$ cat src/rtl/ctx_stack_pkg.sv
package ctx_stack_pkg;

    localparam int ADDR_W  = 13;
    localparam int PTR_W   = 6;
    localparam int DATA_W  = 8;
    localparam int PC_W    = 13;
    localparam int STEP_W  = 3;
    localparam int PCH_W   = PC_W - DATA_W;
    localparam logic [ADDR_W-1:0] STACK_BASE = 13'h0040;
    localparam logic [ADDR_W-PTR_W-1:0] WIN_PREFIX = STACK_BASE[ADDR_W-1:PTR_W];

    typedef enum logic [1:0] {
        OP_CALL = 2'd0,
        OP_RET  = 2'd1,
        OP_IRQ  = 2'd2,
        OP_IRET = 2'd3
    } frame_op_e;

    // Position of each context byte within the push order.
    typedef enum logic [STEP_W-1:0] {
        SLOT_PCL = 3'd0,
        SLOT_PCH = 3'd1,
        SLOT_X   = 3'd2,
        SLOT_A   = 3'd3,
        SLOT_CC  = 3'd4
    } slot_e;

    typedef struct packed {
        logic [PC_W-1:0]   pc;
        logic [DATA_W-1:0] x;
        logic [DATA_W-1:0] a;
        logic [DATA_W-1:0] cc;
    } ctx_t;

    function automatic logic [STEP_W-1:0] frame_len(frame_op_e op);
        return (op == OP_CALL || op == OP_RET) ? 3'd2 : 3'd5;
    endfunction

    function automatic logic is_push(frame_op_e op);
        return (op == OP_CALL || op == OP_IRQ);
    endfunction

    // Pushes walk the slots upward, pulls walk them back down.
    function automatic slot_e slot_at(frame_op_e op, logic [STEP_W-1:0] step);
        logic [STEP_W-1:0] idx;
        idx = is_push(op) ? step : (frame_len(op) - step - 3'd1);
        return slot_e'(idx);
    endfunction

endpackage

$ cat src/rtl/ctx_sp_reg.sv
module ctx_sp_reg
    import ctx_stack_pkg::*;
#(
    parameter int P_W = PTR_W
) (
    input  logic           clk,
    input  logic           rst,
    input  logic           load_top,
    input  logic           dec,
    input  logic           inc,
    output logic [P_W-1:0] sp
);

    always_ff @(posedge clk) begin
        if (rst || load_top) begin
            sp <= '1;
        end else if (dec) begin
            sp <= sp - 1'b1;
        end else if (inc) begin
            sp <= sp + 1'b1;
        end
    end

    // a reload leaves the pointer at the top of the window
    a_r9_load_top: assert property (@(posedge clk) disable iff (rst)
        load_top |=> (sp == '1));

    // a push step lowers the pointer by one
    a_r3_push_dec: assert property (@(posedge clk) disable iff (rst)
        (dec && !load_top) |=> (sp == P_W'($past(sp) - 1'b1)));

    // the bottom of the window wraps to the top
    a_r8_wrap_down: assert property (@(posedge clk) disable iff (rst)
        (dec && !load_top && sp == '0) |=> (sp == '1));

    // the top of the window wraps to the bottom on a pull
    a_r8_wrap_up: assert property (@(posedge clk) disable iff (rst)
        (inc && !dec && !load_top && sp == '1) |=> (sp == '0));

endmodule

$ cat src/rtl/ctx_frame_seq.sv
module ctx_frame_seq
    import ctx_stack_pkg::*;
(
    input  logic              clk,
    input  logic              rst,
    input  logic              sub_call,
    input  logic              sub_ret,
    input  logic              int_enter,
    input  logic              int_return,
    input  logic              ptr_init,
    output logic              busy,
    output logic              start,
    output logic              load_top,
    output frame_op_e         op,
    output logic [STEP_W-1:0] step,
    output logic              done
);

    frame_op_e op_sel;
    logic      any_go;
    logic      last;

    always_comb begin
        any_go   = sub_call | sub_ret | int_enter | int_return;
        load_top = !busy && ptr_init;
        start    = !busy && !ptr_init && any_go;
        // fixed priority among simultaneous start strobes
        if (int_enter)      op_sel = OP_IRQ;
        else if (sub_call)  op_sel = OP_CALL;
        else if (int_return) op_sel = OP_IRET;
        else                op_sel = OP_RET;
        last = busy && (step == frame_len(op) - 3'd1);
    end

    always_ff @(posedge clk) begin
        if (rst) begin
            busy <= 1'b0;
            op   <= OP_CALL;
            step <= '0;
            done <= 1'b0;
        end else begin
            done <= last;
            if (start) begin
                busy <= 1'b1;
                op   <= op_sel;
                step <= '0;
            end else if (busy) begin
                if (last) begin
                    busy <= 1'b0;
                    step <= '0;
                end else begin
                    step <= step + 1'b1;
                end
            end
        end
    end

    // reset leaves the sequencer idle
    a_r1_reset_idle: assert property (@(posedge clk)
        rst |=> (!busy && !done));

    // completion is a single-cycle pulse
    a_r10_done_single: assert property (@(posedge clk) disable iff (rst)
        done |=> !done);

    // completion follows the last transfer
    a_r10_done_after_last: assert property (@(posedge clk) disable iff (rst)
        (busy && last) |=> (done && !busy));

    // a frame in flight is neither restarted nor cut short
    a_r11_no_restart: assert property (@(posedge clk) disable iff (rst)
        (busy && !last) |=> (busy && op == $past(op) && step == STEP_W'($past(step) + 1'b1)));

    // a reload in an idle cycle starts no frame
    a_r9_reload_wins: assert property (@(posedge clk) disable iff (rst)
        (!busy && ptr_init) |=> !busy);

endmodule

$ cat src/rtl/ctx_stack_engine.sv
module ctx_stack_engine
    import ctx_stack_pkg::*;
(
    input  logic              clk,
    input  logic              rst,
    input  logic              sub_call,
    input  logic              sub_ret,
    input  logic              int_enter,
    input  logic              int_return,
    input  logic              ptr_init,
    input  logic [PC_W-1:0]   pc_in,
    input  logic [DATA_W-1:0] x_in,
    input  logic [DATA_W-1:0] a_in,
    input  logic [DATA_W-1:0] cc_in,
    input  logic [DATA_W-1:0] mem_rdata,
    output logic [ADDR_W-1:0] mem_addr,
    output logic [DATA_W-1:0] mem_wdata,
    output logic              mem_we,
    output logic [PC_W-1:0]   pc_out,
    output logic [DATA_W-1:0] x_out,
    output logic [DATA_W-1:0] a_out,
    output logic [DATA_W-1:0] cc_out,
    output logic              done
);

    logic              busy, start, load_top;
    frame_op_e         op;
    logic [STEP_W-1:0] step;
    logic [PTR_W-1:0]  sp, sp_up;
    logic              push, dec, inc;
    slot_e             slot;
    ctx_t              snap;
    logic [DATA_W-1:0] push_byte;

    ctx_frame_seq u_seq (
        .clk        (clk),
        .rst        (rst),
        .sub_call   (sub_call),
        .sub_ret    (sub_ret),
        .int_enter  (int_enter),
        .int_return (int_return),
        .ptr_init   (ptr_init),
        .busy       (busy),
        .start      (start),
        .load_top   (load_top),
        .op         (op),
        .step       (step),
        .done       (done)
    );

    ctx_sp_reg #(.P_W(PTR_W)) u_sp (
        .clk      (clk),
        .rst      (rst),
        .load_top (load_top),
        .dec      (dec),
        .inc      (inc),
        .sp       (sp)
    );

    // Context snapshot taken with the start strobe
    always_ff @(posedge clk) begin
        if (rst) begin
            snap <= '0;
        end else if (start) begin
            snap <= '{pc: pc_in, x: x_in, a: a_in, cc: cc_in};
        end
    end

    always_comb begin
        push  = is_push(op);
        dec   = busy && push;
        inc   = busy && !push;
        sp_up = sp + 1'b1;
        slot  = slot_at(op, step);
        unique case (slot)
            SLOT_PCL: push_byte = snap.pc[DATA_W-1:0];
            SLOT_PCH: push_byte = {{(DATA_W-PCH_W){1'b0}}, snap.pc[PC_W-1:DATA_W]};
            SLOT_X:   push_byte = snap.x;
            SLOT_A:   push_byte = snap.a;
            default:  push_byte = snap.cc;
        endcase
        mem_we    = dec;
        mem_wdata = dec ? push_byte : '0;
        mem_addr  = {WIN_PREFIX, (push ? sp : sp_up)};
    end

    // Restored context, loaded byte by byte as pulls proceed
    always_ff @(posedge clk) begin
        if (rst) begin
            pc_out <= '0;
            x_out  <= '0;
            a_out  <= '0;
            cc_out <= '0;
        end else if (inc) begin
            unique case (slot)
                SLOT_PCL: pc_out[DATA_W-1:0]    <= mem_rdata;
                SLOT_PCH: pc_out[PC_W-1:DATA_W] <= mem_rdata[PCH_W-1:0];
                SLOT_X:   x_out                 <= mem_rdata;
                SLOT_A:   a_out                 <= mem_rdata;
                default:  cc_out                <= mem_rdata;
            endcase
        end
    end

    // writes land in the window at the pointer
    a_r2_addr_window: assert property (@(posedge clk) disable iff (rst)
        mem_we |-> (mem_addr[ADDR_W-1:PTR_W] == WIN_PREFIX && mem_addr[PTR_W-1:0] == sp));

    // a pull leaves the pointer at the address it read
    a_r4_pull_addr: assert property (@(posedge clk) disable iff (rst)
        (busy && !push) |=> (sp == $past(mem_addr[PTR_W-1:0])));

    // the saved high program counter byte has zero upper bits
    a_r7_pch_zero: assert property (@(posedge clk) disable iff (rst)
        (mem_we && slot == SLOT_PCH) |-> (mem_wdata[DATA_W-1:PCH_W] == '0));

    // no write outside a frame
    a_r11_idle_quiet: assert property (@(posedge clk) disable iff (rst)
        done |-> !mem_we);

endmodule

$ cat config.mk
export PLATFORM = sky130hd
export DESIGN_NAME = ctx_stack_engine
export DESIGN_NICKNAME = d
export VERILOG_FILES = /design/src/rtl/ctx_stack_pkg.sv /design/src/rtl/ctx_sp_reg.sv /design/src/rtl/ctx_frame_seq.sv /design/src/rtl/ctx_stack_engine.sv
export SDC_FILE = /design/constraint.sdc
export NUM_CORES = 1
export LEC_CHECK = 0
export BUFFER_PORTS_ARGS = -buffer_cell sky130_fd_sc_hd__buf_2
export CORE_MARGIN = 3
export CORE_UTILIZATION = 56
export CTS_CLUSTER_DIAMETER = 80
export CTS_CLUSTER_SIZE = 14
export DETAILED_ROUTE_END_ITERATION = 12
export PLACE_DENSITY_LB_ADDON = 0.1
export SYNTH_ARGS = -nofsm -noshare
export SYNTH_HDL_FRONTEND = slang
export SYNTH_SLANG_ARGS = --single-unit
$ cat constraint.sdc
create_clock -name clk -period 8 [get_ports clk]
set_clock_uncertainty 0.05 [all_clocks]
set_input_delay 0.4 -clock clk [delete_from_list [all_inputs] [get_ports clk]]
set_output_delay 0.4 -clock clk [all_outputs]
set_load 0.005 [all_outputs]
### Word level (Yosys, flattened, before mapping)

Index checks and enable logic that the tools add are counted.

| word-level totals | value |
|---|---|
| flip-flop bits (word level) | 87 |
| output and inout port bits | 60 |
| word-level logic and storage cells | 66 |

| operators by class | value |
|---|---|
| add/subtract/negate cells | 6 |
| equality and inequality tests | 6 |
| multiplexer cells | 14 |
| bitwise logic cells | 4 |
| reduce and logical (&&, ||, !) cells | 22 |

Operators by type and width:

| cell | count |
|---|---|
| $pmux W8 S4 | 1 |
| $mux W6 | 3 |
| $reduce_and A2 Y1 | 5 |
| $mux W3 | 3 |
| $mux W8 | 1 |
| $add A6 B1 Y6 const B | 1 |
| $eq A3 B2 Y1 const B | 2 |
| $logic_and A1 B1 Y1 | 6 |
| $mux W2 | 3 |
| $sub A3 B1 Y3 const B | 2 |
| $sub A6 B1 Y6 const B | 1 |
| $reduce_or A4 Y1 | 1 |
| $add A3 B1 Y3 const B | 1 |
| $eq A3 B1 Y1 const B | 1 |
| $eq A3 B3 Y1 | 1 |
| $logic_not A1 Y1 | 3 |
| $logic_not A3 Y1 | 1 |
| $logic_or A1 B1 Y1 | 3 |
| $mux W1 | 3 |
| $or A1 B1 Y1 | 3 |
| $sub A3 B3 Y3 | 1 |
| $eq A2 B1 Y1 const B | 1 |
| $eq A2 B2 Y1 const B | 1 |
| $logic_not A2 Y1 | 1 |
| 3 further kinds | 3 |

### Depth between registers and ports, before layout

Gate-level depths: netlist of the first run.

| logic depth | value |
|---|---|
| depth after elaboration | 10 |
| gate-level depth with buffers | 10 |
| mapped depth without buffers | 8 |

### Hierarchy

A second synthesis of the first run with hierarchy kept.

| unflattened totals | value |
|---|---|
| cell total of the unflattened synthesis | 420 |
| area, all modules | 4127.7 sq um |

By module, submodules not included:

| module | times used | cells an instance | area each (sq um) | seq. area each (sq um) |
|---|---|---|---|---|
| ctx_stack_engine | 1 | 336 | 3355.7 | 1481.4 |
| ctx_sp_reg | 1 | 45 | 404.1 | 120.1 |
| ctx_frame_seq | 1 | 39 | 367.9 | 140.1 |

### Worst setup path after synthesis of the first run

OpenSTA, ideal clock, no wires.

| timing path | value |
|---|---|
| kind | reg2reg |
| from | reg u_seq.op[1] |
| to | reg x_out[0] |
| setup time | 0.124 ns |
| arrival time | 2.971 ns |
| data required time | 7.826 ns |
| path slack | 4.855 ns |
| cell stages (with the launch flop) | 10 |
| path buffers | 2 |
| period minus slack after synthesis | 3.145 ns |
| path through | dfxtp_1 buf_6 dlygate4sd3_1 ha_1 inv_1 fa_1 or2b_2 a2111oi_4 mux2i_1 nor2_1 |

| between the ends | value |
|---|---|
| longest elaborated chain between the ends | 8 |
| elaborated cells on any way between the ends | 13 |
| classes of those cells | 2 x add/sub; 3 x eq/ne; 2 x mux; 6 x reduce/logical |

RTL lines:

| what | RTL line | text |
|---|---|---|
| from (decl) | ctx_frame_seq.sv:14 | `output frame_op_e op,` |
| from (signal assigned) | ctx_frame_seq.sv:45 | `op <= op_sel;` |
| $eq A2 B1 Y1 or $logic_not A2 Y1 (tied branches) | ctx_stack_pkg.sv:36, ctx_stack_pkg.sv:40 |  |
| $logic_or A1 B1 Y1 | ctx_stack_pkg.sv:36 | `return (op == OP_CALL \|\| op == OP_RET) ? 3'd2 : 3'd5;` |
| $mux W3 | ctx_stack_pkg.sv:36 |  |
| $sub A3 B3 Y3 | ctx_stack_pkg.sv:46 | `idx = is_push(op) ? step : (frame_len(op) - step - 3'd1);` |
| $sub A3 B1 Y3 | ctx_stack_pkg.sv:46 |  |
| $mux W3 | ctx_stack_pkg.sv:46 |  |
| $eq A3 B2 Y1 | ctx_stack_engine.sv:95 | `unique case (slot)` |
| $reduce_and A2 Y1 (no line) * | n/a |  |
| to (signal assigned) | ctx_stack_engine.sv:98 | `SLOT_X: x_out <= mem_rdata;` |
| to (decl) | ctx_stack_engine.sv:20 | `output logic [DATA_W-1:0] x_out,` |

Mark *: on every way between the ends. The rest lies on a longest branch, timed or not.
A chain may end at the register's enable or synchronous reset.

### Worst setup path after layout of the first run

| timing path | value |
|---|---|
| from | reg u_seq.op[1] |
| to | out mem_wdata[4] |

| between the ends | value |
|---|---|
| longest elaborated chain between the ends | 9 |
| elaborated cells on any way between the ends | 16 |
| classes of those cells | 2 x add/sub; 5 x eq/ne; 4 x mux; 5 x reduce/logical |

RTL lines:

| what | RTL line | text |
|---|---|---|
| $eq A2 B1 Y1 or $logic_not A2 Y1 (tied branches) | ctx_stack_pkg.sv:36, ctx_stack_pkg.sv:40 |  |
| $logic_or A1 B1 Y1 | ctx_stack_pkg.sv:36 |  |
| $mux W3 | ctx_stack_pkg.sv:36 |  |
| $sub A3 B3 Y3 | ctx_stack_pkg.sv:46 |  |
| $sub A3 B1 Y3 | ctx_stack_pkg.sv:46 |  |
| $mux W3 | ctx_stack_pkg.sv:46 |  |
| $eq A3 B2 Y1 (tied with other cells) | ctx_stack_engine.sv:75 | `unique case (slot)` |
| $pmux W8 S4 | ctx_stack_engine.sv:75 |  |
| $mux W8 * | ctx_stack_engine.sv:83 | `mem_wdata = dec ? push_byte : '0;` |
| to (decl) | ctx_stack_engine.sv:17 | `output logic [DATA_W-1:0] mem_wdata,` |

Marked as above.

==> results of run 1 <==
-- power breakdown --
group	internal (uW)	total (uW)	switching (uW)
Sequential	450	468	17.7
Combinational	52.1	126	73.9
Clock	130	302	172
-- worst paths after layout --
check                                 from                     to  cells past startpoint
setup / recovery  u_seq.op[1]$_SDFFE_PP0P_           mem_wdata[4]                      8
hold reg to reg      snap[32]$_SDFFE_PP0P_  snap[32]$_SDFFE_PP0P_                      2
hold / removal                    pc_in[1]  snap[25]$_SDFFE_PP0P_                      3
setup reg to reg  u_seq.op[1]$_SDFFE_PP0P_  x_out[0]$_SDFFE_PP0P_                      7
-- through the flow --
stage	utilization [%]	total power, uW	cells	worst slack, ps	hold WS (ps)
5_1_grt	68.04	938.3	653	4486	216.3
6_report	68.04	895.7	653	4742	213.6
4_1_cts	68.04	902.0	653	4752	198.0
3_5_place_dp	65.18	602.9	637	4959	395.8
2_1_floorplan	-	565.4	475	4855	381.9
3_3_place_gp	65.18	599.8	637	5075	389.9
-- metal layers --
metal	track usage, %	part of all wire (%)	vias to the layer above	routed length [um]
li1	-	-	1759	-
met1	31.10	44	1615	4145
met2	37.03	46	129	4335
met3	6.167	7.9	13	740
met4	6.505	1.3	0	119
met5	0	0	-	0
-- sequential cells by signal (all words and copies together), names as in the netlist, 2 cells and up --
signal,flops
x_out,8
a_out,8
cc_out,8
u_seq.op,2
snap,37
u_sp.sp,6
u_seq.step,3
pc_out,13
-- final cells by class --
| class | instances | area [sq um] | area share, % |
|---|---|---|---|
| Tap cell | 96 | 120.1 | 2.584 |
| Inverter | 7 | 26.28 | 0.5653 |
| Clock inverter | 6 | 57.56 | 1.238 |
| Sequential cell | 87 | 1742 | 37.47 |
| Timing Repair Buffer | 108 | 550.5 | 11.84 |
| Clock buffer | 10 | 137.6 | 2.961 |
| Multi-Input combinational cell | 339 | 2014 | 43.34 |
-- layout by cell type (no fill, tap or decap), drive strengths merged, types with 2 or more instances in the layout --
cell type	count
and3	10
or2	4
o21ai	19
inv	12
a2111oi	2
a22oi	6
nand2b	2
nor2	49
nor4	4
a21oi	43
nand4	4
nand3	5
conb	7
dfxtp	87
and2	2
buf	108
xor2	6
clkbuf	10
o21a	2
or2b	2
a21o	4
nor3	9
or3	3
xnor2	3
nand2	83
ha	4
a31oi	9
mux2i	38
-- cell families (layout without fill, tap and decap cells) --
| family | after synthesis | count (layout) |
|---|---|---|
| DFF | 87 | 87 |
| other | 2 | 7 |
| xor gates and xnor gates | 11 | 11 |
| AOI/OAI and AO/OA | 94 | 94 |
| buffers and inverters | 49 | 131 |
| adders and majority gates | 5 | 5 |
| muxes | 39 | 39 |
| and+or+nand+nor | 183 | 183 |
-- worst max-delay path: cells and delay by family (launching register included) --
family,cells,cell delay (ps)
AOI/OAI and AO/OA,2,260
adders and majority gates,2,840
DFF,1,530
and+or+nand+nor,2,580
buffers and inverters,2,220
==> results.sh, run 1 <==
export IMPL_outcome="finished, final reports clean"
export IMPL_area_delta_synth_final_pct=16.64
export IMPL_synth_area_leaders="dfxtp_1, mux2i_1, nand2_1, a21oi_1, nor2_1"
export IMPL_wl_per_cell_um=14.30
export IMPL_h_tree_depth=3
export IMPL_grt_total_usage_pct=23.21
export IMPL_antenna_found_initial=0
export IMPL_via_per_inst=5.384
export IMPL_synthFlopType="dfxtp_1"
export IMPL_rsz0062_at_grt="false"
export IMPL_yosysMostFrequentCell="dfxtp_1"
export IMPL_syn_instance_count=470
export IMPL_drt_pass1_iter_count=5
export IMPL_grt_overflow_total=0
export IMPL_antenna_cells=0
export IMPL_p_leak_uw=0.002081
export IMPL_portBuffers=104
export IMPL_relSlewSlack_pct=42.33
export IMPL_grt_pass1_wl_um=15510
export IMPL_dpl_hpwl_um=6421
export IMPL_place_congestion=0.8801
export IMPL_clk_insertion_delay_late_ps=350
export IMPL_synth_seq_area_share_pct=43.70
export IMPL_grt_pass1_vias=3233
export IMPL_finalWirelength_um=9339
export IMPL_core_sq_um=6832
export IMPL_die_height_um=90.36
export IMPL_crit_type="reg -> out"
export IMPL_cts_clk_slew_worst_paths_ps=100
export IMPL_avgSynthCellArea_sq_um=8.479
export IMPL_ir_drop_uv=121.9
export IMPL_syn_area_sq_um=3985
export IMPL_cellPowerDensity_nw_per_um2=192.7
export IMPL_synth_top_family_by_area="simple AND/OR/NAND/NOR gates"
export IMPL_synth_compound_area_share_pct=14.19
export IMPL_holdBufCountCts=0
export IMPL_drive_gt1_share_pct=24.60
export IMPL_critPathCaptureType="output port"
export IMPL_synth_ff_latch_count=87
export IMPL_cp_max_fo=11
export IMPL_period_share_pct=40.72
export IMPL_vias=3516
export IMPL_cts_resized=0
export IMPL_fmax_mhz=306.9
export IMPL_worst_pin_slew_ps=865.1
export IMPL_dieArea_sq_um=8164
export IMPL_post_cts_buffers=0
export IMPL_critPathLaunchType="register"
export IMPL_hold_path_class="in -> reg"
export IMPL_synth_largest_area_cell="dfxtp_1"
export IMPL_placed_cell_area_sq_um=4453
export IMPL_drv_slew=0
export IMPL_grt_max_degree=90
export IMPL_cts_path_max_buffers=2
export IMPL_fin_crit_ps=3258
export IMPL_root_buffer="clkbuf_8"
export IMPL_netlist_area_leader_share_pct=43.70
export IMPL_yosysUniqueCellTypes=57
export IMPL_synthMuxAreaShare_pct=9.827
export IMPL_ios=112
export IMPL_tns_ps=0
export IMPL_slowest_delay_ps=630
export IMPL_reg2reg_slack_ps=4980
export IMPL_cts_buffers=9
export IMPL_synth_warnings=0
export IMPL_post_route_cell_area_sq_um=4648
export IMPL_slowest_stage="fa_1"
export IMPL_drtIter0Drc=258
export IMPL_yosys_area_share_simple_pct=20.57
export IMPL_synth_common_cells="dfxtp_1, nand2_1, nor2_1"
export IMPL_start_util_pct=58.33
export IMPL_fp_dieW_um=90.36
export IMPL_synth_edf_count=0
export IMPL_worst_ep_required_time_ps=7550
export IMPL_finalHoldViolCount=0
export IMPL_critPathArrivalTime_ps=2810
export IMPL_drtAntennaViolNets=0
export IMPL_cap_violations=0
export IMPL_cts_tree="yes"
export IMPL_async_reset_ff_share_pct=0
export IMPL_nFillCells=612
export IMPL_setup_viol=0
export IMPL_rows=30
export IMPL_cp_cell_sequence="ha_1, inv_1, fa_1, nand2_1, and3_1, o21ai_0, a31oi_1, buf_2"
export IMPL_drc_errors=0
export IMPL_nets=609
export IMPL_cts_sinks=87
export IMPL_synth_xor_area_share_pct=3.265
export IMPL_synth_adder_area_share_pct=1.758
(Power assumes the default switching activity.)
==> run 2, diff against run 1 <==
CORE_UTILIZATION = 47   (was 56)
clock period = 2.8 ns   (was 8 ns; I/O delays follow)
==> results.sh, run 2 (synthesis gave the netlist of run 1 again) <==
export IMPL_cts_sinks=87
export IMPL_cts_tree="yes"
export IMPL_clk_insertion_delay_late_ps=360
export IMPL_place_congestion=0.8458
export IMPL_core_sq_um=7968
export IMPL_rr_endpoint="x_out[4]$_SDFFE_PP0P_"
export IMPL_drv_slew=0
export IMPL_hold_path_class="in -> reg"
export IMPL_hp_start="sub_call"
export IMPL_grtUsageMet1_pct=29.10
export IMPL_relSlewSlack_pct=57.74
export IMPL_cts_clk_slew_worst_paths_ps=90
export IMPL_antenna_cells=0
export IMPL_cellPowerDensity_nw_per_um2=510.8
export IMPL_setup_viol=0
export IMPL_fp_dieW_um=98.08
export IMPL_rsz0062_at_grt="true"
export IMPL_drtAntennaViolNets=0
export IMPL_worst_pin_slew_ps=633.0
export IMPL_outcome="finished, final reports clean"
export IMPL_finalNonFillerCells=706
export IMPL_final_core_util_pct=64.73
export IMPL_area_delta_synth_final_pct=29.42
export IMPL_portBuffers=104
export IMPL_cts_buffers=9
export IMPL_dpl_hpwl_um=7002
export IMPL_start_util_pct=50.02
export IMPL_drtIter0Drc=199
export IMPL_vias=3647
export IMPL_largest_registers="snap (37), pc_out (13)"
export IMPL_layout_common_cells="buf_2, dfxtp_1, nand2_1"
export IMPL_nFillCells=703
export IMPL_antenna_found_initial=0
export IMPL_place_ws_ps=164.8
export IMPL_crit_start="u_seq.step[0]$_SDFFE_PP0P_"
export IMPL_worstRegToRegCells=9
export IMPL_placed_cell_area_sq_um=4533
export IMPL_period_share_pct=96.76
export IMPL_reg2reg_slack_ps=240
export IMPL_finalWirelength_um=10340
export IMPL_critPathLaunchType="register"
export IMPL_dieArea_sq_um=9620
export IMPL_met3_usage_pct=5.786
export IMPL_critPathArrivalTime_ps=2520
export IMPL_fin_ws_ps=90.80
export IMPL_nets=656
export IMPL_cap_violations=0
export IMPL_grt_total_usage_pct=21.39
export IMPL_rows=32
export IMPL_grt_overflow_total=0
export IMPL_ir_drop_uv=272.8
export IMPL_critPathCaptureType="output port"
export IMPL_p_leak_uw=0.002294
export IMPL_largest_reg_flops=37
export IMPL_crit_type="reg -> out"
export IMPL_ios=112
export IMPL_wl_per_cell_um=14.65
export IMPL_busiest_layer="met2"
export IMPL_drt_pass1_iter_count=4
export IMPL_finalHoldViolCount=0
export IMPL_regArea_sq_um=1745
export IMPL_via_per_inst=5.166
export IMPL_fin_crit_ps=2709
export IMPL_dp_cells=652
export IMPL_cp_max_fo=6
export IMPL_drive_gt1_share_pct=26.16
export IMPL_worst_ep_required_time_ps=2610
export IMPL_grt_pass1_wl_um=16930
export IMPL_grt_pass1_vias=3466
export IMPL_grt_max_degree=44
export IMPL_endpoint="mem_wdata[3]"
export IMPL_top_register="snap"
export IMPL_multi_input_area_sq_um=2069
export IMPL_fmax_mhz=369.1
export IMPL_drc_errors=0
export IMPL_cts_path_max_buffers=2
export IMPL_grtUsageMet2_pct=34.19
export IMPL_die_height_um=98.08
export IMPL_r2r_start="u_seq.step[0]$_SDFFE_PP0P_"
export IMPL_post_route_cell_area_sq_um=5157
export IMPL_h_tree_depth=3
export IMPL_root_buffer="clkbuf_8"
export IMPL_final_common_cell="buf_2"
run 2: what timing repair did:
action / in CTS / in global routing
hold buffers: 37 / 0
gates resized for setup: 3 / 11
setup buffers: 0 / 1
pin swaps: 0 / 3
hold endpoints to repair: 37 / 0
endpoints found under the setup margin: 2 / 8
run 2: per-layer routing:
layer	vias to the layer above	part of all wire (%)
met5	-	0
met4	0	0.50
met3	4	6.9
met2	104	47
met1	1683	46
li1	1856	-
run 2: critical path, cell delays in order (launching register included):
cell     delay [ps]
dfxtp_4         380
inv_1            90
ha_1            160
inv_1            50
fa_2            610
nor2_1           80
a21o_2          290
a22oi_2         240
a31oi_1         120
buf_2           140
run 2: power by group:
part	internal [uW]	switching, uW	leakage [uW]
clock	351	509	0.000100
sequential	1290	41.2	0.000709
combinational	203	244	0.00148
total	1840	794	0.00229
run 2: cell type report:
cell class | instances | share of cell area [%]
Inverter | 7 | 0.5095
Sequential cell | 87 | 33.84
Tap cell | 102 | 2.475
Clock buffer | 9 | 2.402
Multi-Input combinational cell | 339 | 40.13
Timing Repair Buffer | 155 | 19.31
Clock inverter | 7 | 1.334
run 2: worst min path at each step:
| stage | to | slack (ps) | depth (start not counted) |
|---|---|---|---|
| finish | u_seq.op[0]$_SDFFE_PP0P_ | 10 | 3 |
| global route | u_seq.op[0]$_SDFFE_PP0P_ | 10 | 3 |
| CTS | u_seq.op[0]$_SDFFE_PP0P_ | 3 | 3 |
| detailed placement | snap[13]$_SDFFE_PP0P_ | 340 | 3 |
| global placement | snap[14]$_SDFFE_PP0P_ | 330 | 3 |
| floorplan | snap[0]$_SDFFE_PP0P_ | 230 | 2 |
run 2: per-stage QoR:
step | total power [uW] | hold slack (ps) | TNS, ps
4_1_cts | 2635 | 2.972 | 0
6_report | 2634 | 13.15 | 0
2_1_floorplan | 1617 | 226.0 | 0
3_5_place_dp | 1739 | 338.6 | 0
5_1_grt | 2773 | 9.682 | -35.58
3_3_place_gp | 1731 | 330.3 | 0
==> run 3, diff against run 2 <==
CORE_UTILIZATION = 52   (was 47)
clock period = 2.5 ns   (was 2.8 ns; I/O delays follow)
==> results.sh, run 3 (synthesis gave the netlist of run 1 again) <==
export IMPL_grt_total_usage_pct=23.84
export IMPL_critPathArrivalTime_ps=2330
export IMPL_dpl_hpwl_um=6893
export IMPL_fin_ws_ps=-5.237
export IMPL_cp_cell_sequence="inv_4, ha_4, inv_2, fa_2, or2b_4, and3_1, o21ai_1, a31oi_1, buf_2"
export IMPL_violations="setup timing"
export IMPL_drtIter0Drc=174
export IMPL_ios=112
export IMPL_cap_violations=0
export IMPL_h_tree_depth=3
export IMPL_wl_per_cell_um=14.71
export IMPL_cts_clk_slew_worst_paths_ps=80
export IMPL_hold_path_class="in -> reg"
export IMPL_vias=3682
export IMPL_top_register="snap"
export IMPL_antenna_cells=0
export IMPL_dieArea_sq_um=8750
export IMPL_drt_pass1_iter_count=4
export IMPL_critPathCaptureType="output port"
export IMPL_largest_reg_flops=37
export IMPL_grt_overflow_total=0
export IMPL_worstRegToRegCells=9
export IMPL_place_ws_ps=16.70
export IMPL_finalWirelength_um=10450
export IMPL_fmax_mhz=399.2
export IMPL_cts_sinks=87
export IMPL_slowest_stage="fa_2"
export IMPL_p_leak_uw=0.002361
export IMPL_outcome="finished with violations"
export IMPL_grt_max_degree=44
export IMPL_area_delta_synth_final_pct=33.78
export IMPL_regArea_sq_um=1744
export IMPL_largest_registers="snap (37), pc_out (13)"
export IMPL_drive_gt1_share_pct=28.64
export IMPL_drc_errors=0
export IMPL_antenna_found_initial=0
export IMPL_rsz0062_at_grt="true"
export IMPL_start_util_pct=54.36
export IMPL_drtAntennaViolNets=0
export IMPL_portBuffers=104
export IMPL_fin_crit_ps=2505
export IMPL_layout_common_cells="buf_2, dfxtp_1, nand2_1"
export IMPL_cts_path_max_buffers=2
export IMPL_period_share_pct=100.2
export IMPL_cp_depth=9
export IMPL_ir_drop_uv=305.7
export IMPL_relSlewSlack_pct=47.91
export IMPL_grt_pass1_wl_um=16590
export IMPL_cp_top_family="adder cells"
export IMPL_cp_max_fo=6
export IMPL_total_power_uw=3230
export IMPL_cp_buffers_inverters=3
export IMPL_cts_buffers=9
export IMPL_critPathLaunchType="register"
export IMPL_root_buffer="clkbuf_8"
export IMPL_place_congestion=0.8096
export IMPL_tns_ps=-5.237
export IMPL_slowest_delay_ps=500
export IMPL_cellPowerDensity_nw_per_um2=605.8
export IMPL_final_core_util_pct=72.73
export IMPL_grt_pass1_vias=3460
export IMPL_worst_ep_required_time_ps=2330
export IMPL_nets=663
export IMPL_whs_ps=21.76
export IMPL_fp_dieW_um=93.54
export IMPL_setup_viol=1
export IMPL_die_height_um=93.54
export IMPL_nFillCells=571
export IMPL_core_sq_um=7331
export IMPL_clk_insertion_delay_late_ps=350
export IMPL_cts_tree="yes"
export IMPL_worst_pin_slew_ps=781.4
export IMPL_via_per_inst=5.186
export IMPL_drv_slew=0
export IMPL_rows=31
export IMPL_multi_input_area_sq_um=2128
export IMPL_crit_type="reg -> out"
export IMPL_finalHoldViolCount=0
export IMPL_final_common_cell="buf_2"
export IMPL_whs_path_depth=3
==> run 3: cell count changes in the layout (fill, tap and decap cells not counted), moves of 3 or more <==
cell,delta
o21ai_2,+5
o21ai_0,-7
inv_8,-3
buf_4,+4
bufinv_16,+3
==> run 3: repair_timing <==
| item | in CTS | in global routing |
|---|---|---|
| pin swaps | 1 | 17 |
| setup endpoints to repair | 9 | 10 |
| buffers inserted | 1 | 2 |
| hold buffers | 39 | 0 |
| hold endpoints to repair | 39 | 0 |
| gates resized for setup | 6 | 27 |
==> run 3: path summary, 6_finish.rpt <==
check	from	end	slack, ps
max	u_seq.step[0]$_SDFFE_PP0P_	mem_wdata[0]	-5
min	int_enter	u_seq.op[0]$_SDFFE_PP0P_	20
max reg2reg	u_seq.step[0]$_SDFFE_PP0P_	x_out[0]$_SDFFE_PP0P_	120
min reg2reg	snap[10]$_SDFFE_PP0P_	snap[10]$_SDFFE_PP0P_	410
==> run 3: layout make-up <==
cell class | count | area share (%)
clock buffer | 9 | 2.323
timing repair buffer | 162 | 19.83
multi-input combinational | 339 | 39.92
tap | 99 | 2.323
inverter | 7 | 0.5398
sequential | 87 | 32.72
clock inverter | 7 | 2.347
==> run 3: worst min-delay path, cell delays in order <==
cell	delay, ps
buf_2	100
o21a_1	120
nor3_1	30
==> run 3: metrics by stage <==
step	instances	area, sq um
global placement	652	4564
finish	710	5331
global route	710	5331
floorplan	475	4023
CTS	708	5230
detailed placement	652	4564
==> run 3: per-layer routing <==
layer / share of wire (%) / track usage (%) / vias to the layer above
li1: - / - / 1861
met1: 45 / 31.93 / 1711
met2: 49 / 39.61 / 98
met3: 4.9 / 4.023 / 12
met4: 1.2 / 6.859 / 0
met5: 0 / 0 / -
==> run 3: report_power, final <==
group	leakage [uW]	internal [uW]	switching, uW
Combinational	0.00153	246	282
Clock	0.000125	677	536
Sequential	0.000709	1440	47.5
Total	0.00236	2360	866
